--- src/rtl/can_bt_pkg.sv ---
package can_bt_pkg;

    typedef enum logic [1:0] {
        ST_SYNC = 2'd0,
        ST_SEG1 = 2'd1,
        ST_SEG2 = 2'd2
    } bt_state_e;

endpackage

--- src/rtl/can_bt_cfg.sv ---
module can_bt_cfg #(
    parameter int S1W = 4,
    parameter int S2W = 3,
    localparam int CW = 1 + S1W + S2W
) (
    input  logic           clk,
    input  logic           rst_n,
    input  logic           we,
    input  logic [CW-1:0]  wdata,
    input  logic           init_req,
    input  logic           init_ack,
    output logic [CW-1:0]  rdata,
    output logic           triple,
    output logic [S1W-1:0] seg1_code,
    output logic [S2W-1:0] seg2_code,
    output logic           cfg_error
);

    logic [CW-1:0] cfg_q;

    always_ff @(posedge clk or negedge rst_n) begin
        if (!rst_n) begin
            cfg_q <= '0;
        end else if (we && init_req && init_ack) begin
            cfg_q <= wdata;
        end
    end

    always_comb begin
        rdata     = cfg_q;
        triple    = cfg_q[CW-1];
        seg2_code = cfg_q[S1W +: S2W];
        seg1_code = cfg_q[S1W-1:0];
        cfg_error = (seg1_code == '0) || (seg2_code == '0);
    end


    lock_chk: assert property (@(posedge clk) disable iff (!rst_n)
        (we && !(init_req && init_ack)) |=> $stable(rdata));

endmodule

--- src/rtl/can_bt_fsm.sv ---
module can_bt_fsm
    import can_bt_pkg::*;
#(
    parameter int S1W = 4,
    parameter int S2W = 3,
    localparam int CNTW = (S1W > S2W) ? S1W : S2W
) (
    input  logic           clk,
    input  logic           rst_n,
    input  logic           tq_en,
    input  logic           rx_in,
    input  logic           bus_idle,
    input  logic [S1W-1:0] seg1_code,
    input  logic [S2W-1:0] seg2_code,
    output logic           sample_pt,
    output bt_state_e      state
);

    bt_state_e       st_q, st_n;
    logic [CNTW-1:0] cnt_q, cnt_n;
    logic            rx_prev;
    logic            hard_sync;
    logic [CNTW-1:0] seg1_last, seg2_last;

    assign seg1_last = CNTW'(seg1_code);
    assign seg2_last = CNTW'(seg2_code);
    assign hard_sync = tq_en && bus_idle && rx_prev && !rx_in;

    always_comb begin
        st_n  = st_q;
        cnt_n = cnt_q;
        if (hard_sync) begin
            st_n  = ST_SEG1;
            cnt_n = '0;
        end else if (tq_en) begin
            unique case (st_q)
                ST_SYNC: begin
                    st_n  = ST_SEG1;
                    cnt_n = '0;
                end
                ST_SEG1: begin
                    if (cnt_q >= seg1_last) begin
                        st_n  = ST_SEG2;
                        cnt_n = '0;
                    end else begin
                        cnt_n = cnt_q + 1'b1;
                    end
                end
                ST_SEG2: begin
                    if (cnt_q >= seg2_last) begin
                        st_n  = ST_SYNC;
                        cnt_n = '0;
                    end else begin
                        cnt_n = cnt_q + 1'b1;
                    end
                end
                default: begin
                    st_n  = ST_SYNC;
                    cnt_n = '0;
                end
            endcase
        end
    end

    always_ff @(posedge clk or negedge rst_n) begin
        if (!rst_n) begin
            st_q    <= ST_SYNC;
            cnt_q   <= '0;
            rx_prev <= 1'b1;
        end else begin
            st_q  <= st_n;
            cnt_q <= cnt_n;
            if (tq_en) begin
                rx_prev <= rx_in;
            end
        end
    end

    always_comb begin
        state     = st_q;
        sample_pt = tq_en && !hard_sync && (st_q == ST_SEG1) && (cnt_q >= seg1_last);
    end


    sync_one_tq_chk: assert property (@(posedge clk) disable iff (!rst_n)
        (tq_en && st_q == ST_SYNC && !hard_sync) |=> (st_q == ST_SEG1 && cnt_q == '0));


    hard_sync_chk: assert property (@(posedge clk) disable iff (!rst_n)
        (tq_en && bus_idle && rx_prev && !rx_in) |=> (st_q == ST_SEG1 && cnt_q == '0));

endmodule

--- src/rtl/can_bt_vote.sv ---
module can_bt_vote #(
    parameter int TAPS = 2
) (
    input  logic clk,
    input  logic rst_n,
    input  logic tq_en,
    input  logic rx_in,
    input  logic triple,
    input  logic sample_pt,
    output logic sample_valid,
    output logic rx_bit
);

    logic [TAPS-1:0] hist;
    logic            maj;

    genvar g;
    generate
        for (g = 0; g < TAPS; g++) begin : g_tap
            always_ff @(posedge clk or negedge rst_n) begin
                if (!rst_n) begin
                    hist[g] <= 1'b1;
                end else if (tq_en) begin
                    if (g == 0) begin
                        hist[g] <= rx_in;
                    end else begin
                        hist[g] <= hist[g-1];
                    end
                end
            end
        end
    endgenerate

    assign maj = (hist[1] & hist[0]) | (hist[1] & rx_in) | (hist[0] & rx_in);

    always_ff @(posedge clk or negedge rst_n) begin
        if (!rst_n) begin
            sample_valid <= 1'b0;
            rx_bit       <= 1'b1;
        end else begin
            sample_valid <= sample_pt;
            if (sample_pt) begin
                rx_bit <= triple ? maj : rx_in;
            end
        end
    end


    strobe_pulse_chk: assert property (@(posedge clk) disable iff (!rst_n)
        sample_valid |=> !sample_valid);


    bit_hold_chk: assert property (@(posedge clk) disable iff (!rst_n)
        !sample_pt |=> $stable(rx_bit));

endmodule

--- src/rtl/can_bit_sampler.sv ---
module can_bit_sampler
    import can_bt_pkg::*;
#(
    parameter int S1W = 4,
    parameter int S2W = 3,
    localparam int CW = 1 + S1W + S2W
) (
    input  logic          clk,
    input  logic          rst_n,
    input  logic          tq_en,
    input  logic          rx_in,
    input  logic          bus_idle,
    input  logic          init_req,
    input  logic          init_ack,
    input  logic          cfg_we,
    input  logic [CW-1:0] cfg_wdata,
    output logic [CW-1:0] cfg_rdata,
    output logic          cfg_error,
    output logic          sample_valid,
    output logic          rx_bit
);

    logic           triple;
    logic [S1W-1:0] seg1_code;
    logic [S2W-1:0] seg2_code;
    logic           sample_pt;
    bt_state_e      state;

    can_bt_cfg #(.S1W(S1W), .S2W(S2W)) i_cfg (
        .clk       (clk),
        .rst_n     (rst_n),
        .we        (cfg_we),
        .wdata     (cfg_wdata),
        .init_req  (init_req),
        .init_ack  (init_ack),
        .rdata     (cfg_rdata),
        .triple    (triple),
        .seg1_code (seg1_code),
        .seg2_code (seg2_code),
        .cfg_error (cfg_error)
    );

    can_bt_fsm #(.S1W(S1W), .S2W(S2W)) i_fsm (
        .clk       (clk),
        .rst_n     (rst_n),
        .tq_en     (tq_en),
        .rx_in     (rx_in),
        .bus_idle  (bus_idle),
        .seg1_code (seg1_code),
        .seg2_code (seg2_code),
        .sample_pt (sample_pt),
        .state     (state)
    );

    can_bt_vote #(.TAPS(2)) i_vote (
        .clk          (clk),
        .rst_n        (rst_n),
        .tq_en        (tq_en),
        .rx_in        (rx_in),
        .triple       (triple),
        .sample_pt    (sample_pt),
        .sample_valid (sample_valid),
        .rx_bit       (rx_bit)
    );


    strobe_phase_chk: assert property (@(posedge clk) disable iff (!rst_n)
        sample_valid |-> (state == ST_SEG2));

endmodule

--- config.mk ---
export PLATFORM = sky130hd
export DESIGN_NAME = can_bit_sampler
export DESIGN_NICKNAME = d
export VERILOG_FILES = /design/src/rtl/can_bt_pkg.sv /design/src/rtl/can_bt_cfg.sv /design/src/rtl/can_bt_fsm.sv /design/src/rtl/can_bt_vote.sv /design/src/rtl/can_bit_sampler.sv
export SDC_FILE = /design/constraint.sdc
export NUM_CORES = 1
export LEC_CHECK = 0
export ABC_AREA = 0
export BUFFER_PORTS_ARGS = -buffer_cell sky130_fd_sc_hd__buf_2
export CORE_AREA = 3 3 52 54
export DETAILED_ROUTE_END_ITERATION = 10
export DIE_AREA = 0 0 55 57
export PLACE_DENSITY = 0.72
export SLEW_MARGIN = 20
export SYNTH_ARGS = -nofsm -noshare
export SYNTH_HDL_FRONTEND = slang
export SYNTH_SLANG_ARGS = --single-unit
--- constraint.sdc ---
create_clock -name clk -period 1.59 [get_ports clk]
set_input_delay 0.318 -clock clk [delete_from_list [all_inputs] [get_ports clk]]
set_output_delay 0.318 -clock clk [all_outputs]
set_load 0.01 [all_outputs]
==> results of run 1 <==
## worst reg2reg max path: cells and delay by family, from the launching register on
family | cells | cell delay [ns]
compound gates | 1 | 0.20
flops | 1 | 0.42
buf+inv | 2 | 0.26
mux | 1 | 0.32
simple gates | 2 | 0.20
fa+ha+maj | 1 | 0.26
## layout by cell type, fill, tap and decap left out, drive strengths merged, types with 2 or more instances in the layout
cell type / synthesis / final
ha: 11 / 11
nand2b: 3 / 3
dfstp: 3 / 3
nor3b: 2 / 2
o211ai: 3 / 3
nor2: 2 / 2
o21ai: 4 / 4
nand3: 3 / 3
buf: 2 / 39
a21oi: 6 / 6
dfrtp: 15 / 15
mux2: 11 / 11
inv: 12 / 12
nand2: 4 / 4
clkbuf: 0 / 4
## area by class of cell
cell class / instances / area (um2) / share of cell area
Clock buffer: 4 / 26.3 / 0.0188
Inverter: 12 / 45.0 / 0.0322
Multi-Input combinational cell: 59 / 593 / 0.424
Sequential cell: 18 / 454 / 0.325
Tap cell: 28 / 35.0 / 0.0250
Timing Repair Buffer: 40 / 245 / 0.175
## state kept, by name, summed over array words and instances (netlist names)
register,flops
i_cfg.rdata,8
i_fsm.cnt_q,4
i_fsm.state,2
i_vote.hist,2
i_vote.rx_bit,1
i_vote.sample_valid,1
## report_power, final
part	internal, uW	total [uW]	switching [uW]
registers	575	659	84.6
clock network	97.4	234	136
logic	439	868	429
total	1110	1760	650
## stage by stage
step	util	total power, uW	hold slack (ns)
after global routing	0.620	1930	0.236
after detailed placement	0.563	1410	0.277
final	0.620	1760	0.253
after CTS	0.605	1730	0.244
after global placement	0.563	1380	0.272
after floorplan	-	1140	0.0224
## worst max path at each step
| stage | start | to | slack (ns) | depth (start not counted) |
|---|---|---|---|---|
| floorplan | i_cfg.rdata[3]$_DFFE_PN0P_ | i_vote.rx_bit$_DFFE_PN1P_ | 0.03 | 6 |
| finish | i_cfg.rdata[0]$_DFFE_PN0P_ | cfg_error | -0.22 | 4 |
| detailed placement | i_fsm.cnt_q[0]$_DFFE_PN0P_ | i_fsm.cnt_q[3]$_DFFE_PN0P_ | -0.07 | 7 |
| global route | i_cfg.rdata[3]$_DFFE_PN0P_ | cfg_error | -0.30 | 3 |
| global placement | i_fsm.cnt_q[1]$_DFFE_PN0P_ | i_fsm.state[0]$_DFFE_PN0P_ | 0.002 | 5 |
| CTS | i_cfg.rdata[3]$_DFFE_PN0P_ | cfg_error | -0.21 | 3 |
## logic make-up after synthesis
group / Yosys count / share of synthesized area
flops: 18 / 0.431
buf+inv: 14 / 0.0605
mux: 12 / 0.127
fa+ha+maj: 11 / 0.130
compound gates: 19 / 0.130
simple gates: 17 / 0.121
## what timing repair did
action	CTS	global route
gates resized for setup	8	7
endpoints found under the setup margin	8	8
hold buffers	1	0
hold endpoints to repair	15	0
pin swaps	10	5
buffers inserted	2	2
## per-layer routing
| layer | track usage | part of all wire | up-vias |
|---|---|---|---|
| li1 | - | - | 408 |
| met4 | 0.0486 | 0.013 | 0 |
| met1 | 0.223 | 0.41 | 403 |
| met2 | 0.289 | 0.53 | 19 |
| met3 | 0.0496 | 0.051 | 4 |
| met5 | 0 | 0 | - |
==> impl_metrics.yaml, run 1 <==
sta:
  worst_pin_slew_ns: 0.407
  slew_headroom: 0.729
  drv_slew: 0
  finClkSkew_ns: 0.00618
  tns_ns: -0.678
  min_period_over_period: 1.14
  setup-violations-final: 8
  min_period_ns: 1.81
  rsz0062_at_grt: "yes"
  clock.fmax_mhz: 551
  finalWorstSetupSlack_ns: -0.223
  hold_viol: 0
floorplanning:
  floorplan.rows: 17
  dieArea_mm2: 0.00314
  io_pins: 27
  start_util: 0.468
  die_width_um: 55
  core_area_mm2: 0.00225
  die-height_um: 57
critical_path:
  worstPathCellList: "buf_6 -> or4_4 -> o31ai_2 -> buf_2"
  reg2reg_from: "i_cfg.rdata[0]$_DFFE_PN0P_"
  worstPathMaxFanout: 3
  path_class: "flop to output pin"
  cp-start-kind: "flop"
  rr_worst_depth: 7
  rrSetupSlack_ns: -0.13
  required_ns: 1.27
  critPathMaxStageDelay_ns: 0.42
  cp_num_buf_inv: 2
  cp_top_family: "flip-flops"
  setup.worst_path.end_class: "output pin"
  crit_slowest_cell: "dfrtp_1"
  cp.arrival_ns: 1.50
  timing.rr.end: "i_vote.rx_bit$_DFFE_PN1P_"
synth:
  yosysWarningCount: 0
  syn-cell-area_mm2: 0.00105
  ys_top_cells_by_count: "dfrtp_1, inv_1, ha_1, mux2_2, a21oi_1"
  yosysMostFrequentCell: "dfrtp_1"
  synth_nets: 118
  avgSynthCellArea_um2: 11.6
  synthArstFlopShare: 1.00
  synthTopCellsByArea: "dfrtp_1, ha_1, mux2_2"
  synth_cell_type_count: 29
  synthCells: 91
  synth_seq_cells: 18
  synth_edf_count: 0
  synth_ff_type: "dfrtp_1"
  netlist.area_leader.share: 0.356
  yosysSeqAreaShare: 0.431
  synth.largest_area_cell: "dfrtp_1"
clock_network:
  cts.sinks: 18
  cts_buffers: 3
  cts_buffer_depth: 2
  cts_tree: "done"
  cts_root_buf: "clkbuf_4"
  clock_latency_ns: 0.29
  clkTransAtPathRegs_ns: 0.10
  htreeDepth: 1
worst_hold_path:
  hp-class: "input pin to flop"
  whs_path_depth: 2
  worstHoldStart: "cfg_wdata[5]"
  hold_end: "i_cfg.rdata[5]$_DFFE_PN0P_"
placement:
  place_area_mm2: 0.00127
  dp_cells: 152
  pre_cts_slack_ns: -0.0703
  hpwlAfterDp_um: 1730
  port_buffers: 26
  place_congestion: 0.830
routing:
  drt-pass1-iter-count: 3
  drt_iter0_markers: 12
  wl_per_cell_um: 13.9
  antenna_left: 0
  vias: 834
  route.detailed.drc: 0
  routed_wl_um: 2240
  vias_per_cell: 5.18
finish:
  diodes: 0
  drive_gt1_frac: 0.564
  final_nets: 161
  area_growth_pct: 32.6
  fillers: 178
  final_cells: 161
  final_area_mm2: 0.00140
global_route:
  grt_max_degree: 19
  grt_pass1_vias: 870
  antenna_found_initial: 0
  grt_overflow: 0
  grt_usage: 0.176
  grt_pass1_wl_um: 4040
power:
  p_leak_uw: 0.000692
  ir_drop_v: 0.000806
  p_per_area_mw_per_mm2: 1260
status:
  status: "finished with violations"
  violations: "setup timing"
run:
  drv_cap: 0
Note: power is estimated with default switching activity, not from simulation.
==> inputs of run 2 (changes only) <==
--- a/config.mk
+++ b/config.mk
@@ -10,7 +10,8 @@
 export CORE_AREA = 3 3 52 54
 export DETAILED_ROUTE_END_ITERATION = 10
 export DIE_AREA = 0 0 55 57
-export PLACE_DENSITY = 0.72
+export PLACE_DENSITY = 0.75
+export REMOVE_ABC_BUFFERS = 1
 export SLEW_MARGIN = 20
 export SYNTH_ARGS = -nofsm -noshare
 export SYNTH_HDL_FRONTEND = slang
==> impl_metrics.yaml, run 2 (synthesized netlist as in run 1, its figures left out) <==
finish:
  register_area_um2: 454
  largest_reg_flops: 8
  fillers: 183
  layout_common_cells: "buf_2, dfrtp_1, buf_4"
  drive_gt1_frac: 0.585
  final_common_cell: "buf_2"
  multi_input_area_um2: 606
  final_area_mm2: 0.00144
  area_growth_pct: 36.1
  diodes: 0
  final_nets: 163
floorplanning:
  die-height_um: 57
  core_area_mm2: 0.00225
  dieArea_mm2: 0.00314
  floorplan.rows: 17
  io_pins: 27
  start_util: 0.468
  die_width_um: 55
power:
  power_switching_uw: 689
  pwr-share-comb: 0.493
  switching_share: 0.367
  finalPower_uw: 1870
  p_leak_uw: 0.000704
  p_per_area_mw_per_mm2: 1310
  pwr-share-seq: 0.351
  power.internal_uw: 1190
  ir_drop_v: 0.00107
  clockPowerShare: 0.156
sta:
  drv_slew: 0
  clock.fmax_mhz: 548
  slew_headroom: 0.699
  finalWorstSetupSlack_ns: -0.236
  setup-violations-final: 8
  hold_slack_ns: 0.233
  finClkSkew_ns: 0.00728
  rsz0062_at_grt: "yes"
  min_period_ns: 1.83
  hold_viol: 0
  min_period_over_period: 1.15
  worst_pin_slew_ns: 0.451
status:
  violations: "setup timing"
  status: "finished with violations"
routing:
  wl_per_cell_um: 15.9
  antenna_left: 0
  vias_per_cell: 5.23
  drt-pass1-iter-count: 4
  route.detailed.drc: 0
  vias: 853
  drt_iter0_markers: 24
  routed_wl_um: 2590
clock_network:
  htreeDepth: 1
  clock_latency_ns: 0.30
  cts.sinks: 18
  cts_root_buf: "clkbuf_4"
  clkTransAtPathRegs_ns: 0.11
  cts_tree: "done"
  cts_buffer_depth: 2
  cts_buffers: 3
critical_path:
  worstPathMaxFanout: 2
  path_class: "flop to output pin"
  required_ns: 1.27
  cp.arrival_ns: 1.51
  setup.worst_path.end_class: "output pin"
  cp-start-kind: "flop"
global_route:
  grt_overflow: 0
  antenna_found_initial: 0
  grt_usage: 0.167
  grt_pass1_vias: 853
  grt_pass1_wl_um: 3820
  grt_max_degree: 19
placement:
  port_buffers: 26
  place_congestion: 0.873
  hpwlAfterDp_um: 1760
  place_area_mm2: 0.00125
worst_hold_path:
  hp-class: "input pin to flop"
run:
  drv_cap: 0
==> run 2: what timing repair did <==
action                                  4_1_cts  5_1_grt
cloned                                        0        0
buffers inserted                              5        4
endpoints found under the setup margin        8        8
resized for setup                             7        9
hold buffers                                  1        0
pin swaps                                     9        4
hold endpoints to repair                     15        0
==> run 2: path summary, 6_finish.rpt <==
kind	startpoint	cells after the start	slack, ns	end
max in group asynchronous	rst_n	2	0.78	i_vote.rx_bit$_DFFE_PN1P_
max reg2reg	i_cfg.rdata[0]$_DFFE_PN0P_	7	-0.16	i_vote.rx_bit$_DFFE_PN1P_
min	cfg_wdata[2]	2	0.23	i_cfg.rdata[2]$_DFFE_PN0P_
min reg2reg	i_fsm.state[0]$_DFFE_PN0P_	1	0.56	i_fsm.state[0]$_DFFE_PN0P_
min in group asynchronous	rst_n	2	0.47	i_cfg.rdata[5]$_DFFE_PN0P_
max	i_cfg.rdata[0]$_DFFE_PN0P_	3	-0.24	cfg_error
==> run 2: area by class of cell <==
type | count | area share
Inverter | 12 | 0.0331
Multi-Input combinational cell | 59 | 0.422
Clock buffer | 4 | 0.0253
Sequential cell | 18 | 0.316
Timing Repair Buffer | 42 | 0.179
Tap cell | 28 | 0.0244
==> run 2: worst max-delay path: stages (launching register included) <==
cell	delay (ns)
dfrtp_1	0.41
or4_4	0.56
o31ai_2	0.07
buf_2	0.16
==> run 2: metal layers <==
layer,share of wire,GRT usage
met5,0,0
met4,0.010,0.0208
met3,0.052,0.0548
met2,0.53,0.296
met1,0.41,0.197
==> run 2: metrics by stage <==
step                      utilization  TNS (ns)  worst slack [ns]  std cells
after floorplan                     -         0            0.0260         89
after global placement          0.553   -0.0218           -0.0218        149
after detailed placement        0.553    -0.369            -0.118        149
after CTS                       0.603    -0.657            -0.214        159
after global routing            0.637     -1.35            -0.307        163
final                           0.637    -0.833            -0.236        163
==> run 2: power groups by stage <==
stage,registers [uW],clock network [uW],logic [uW]
2_1_floorplan,680,0,450
3_3_place_gp,657,0,698
3_5_place_dp,661,0,737
4_1_cts,651,298,804
5_1_grt,671,330,1030
6_report,658,292,924
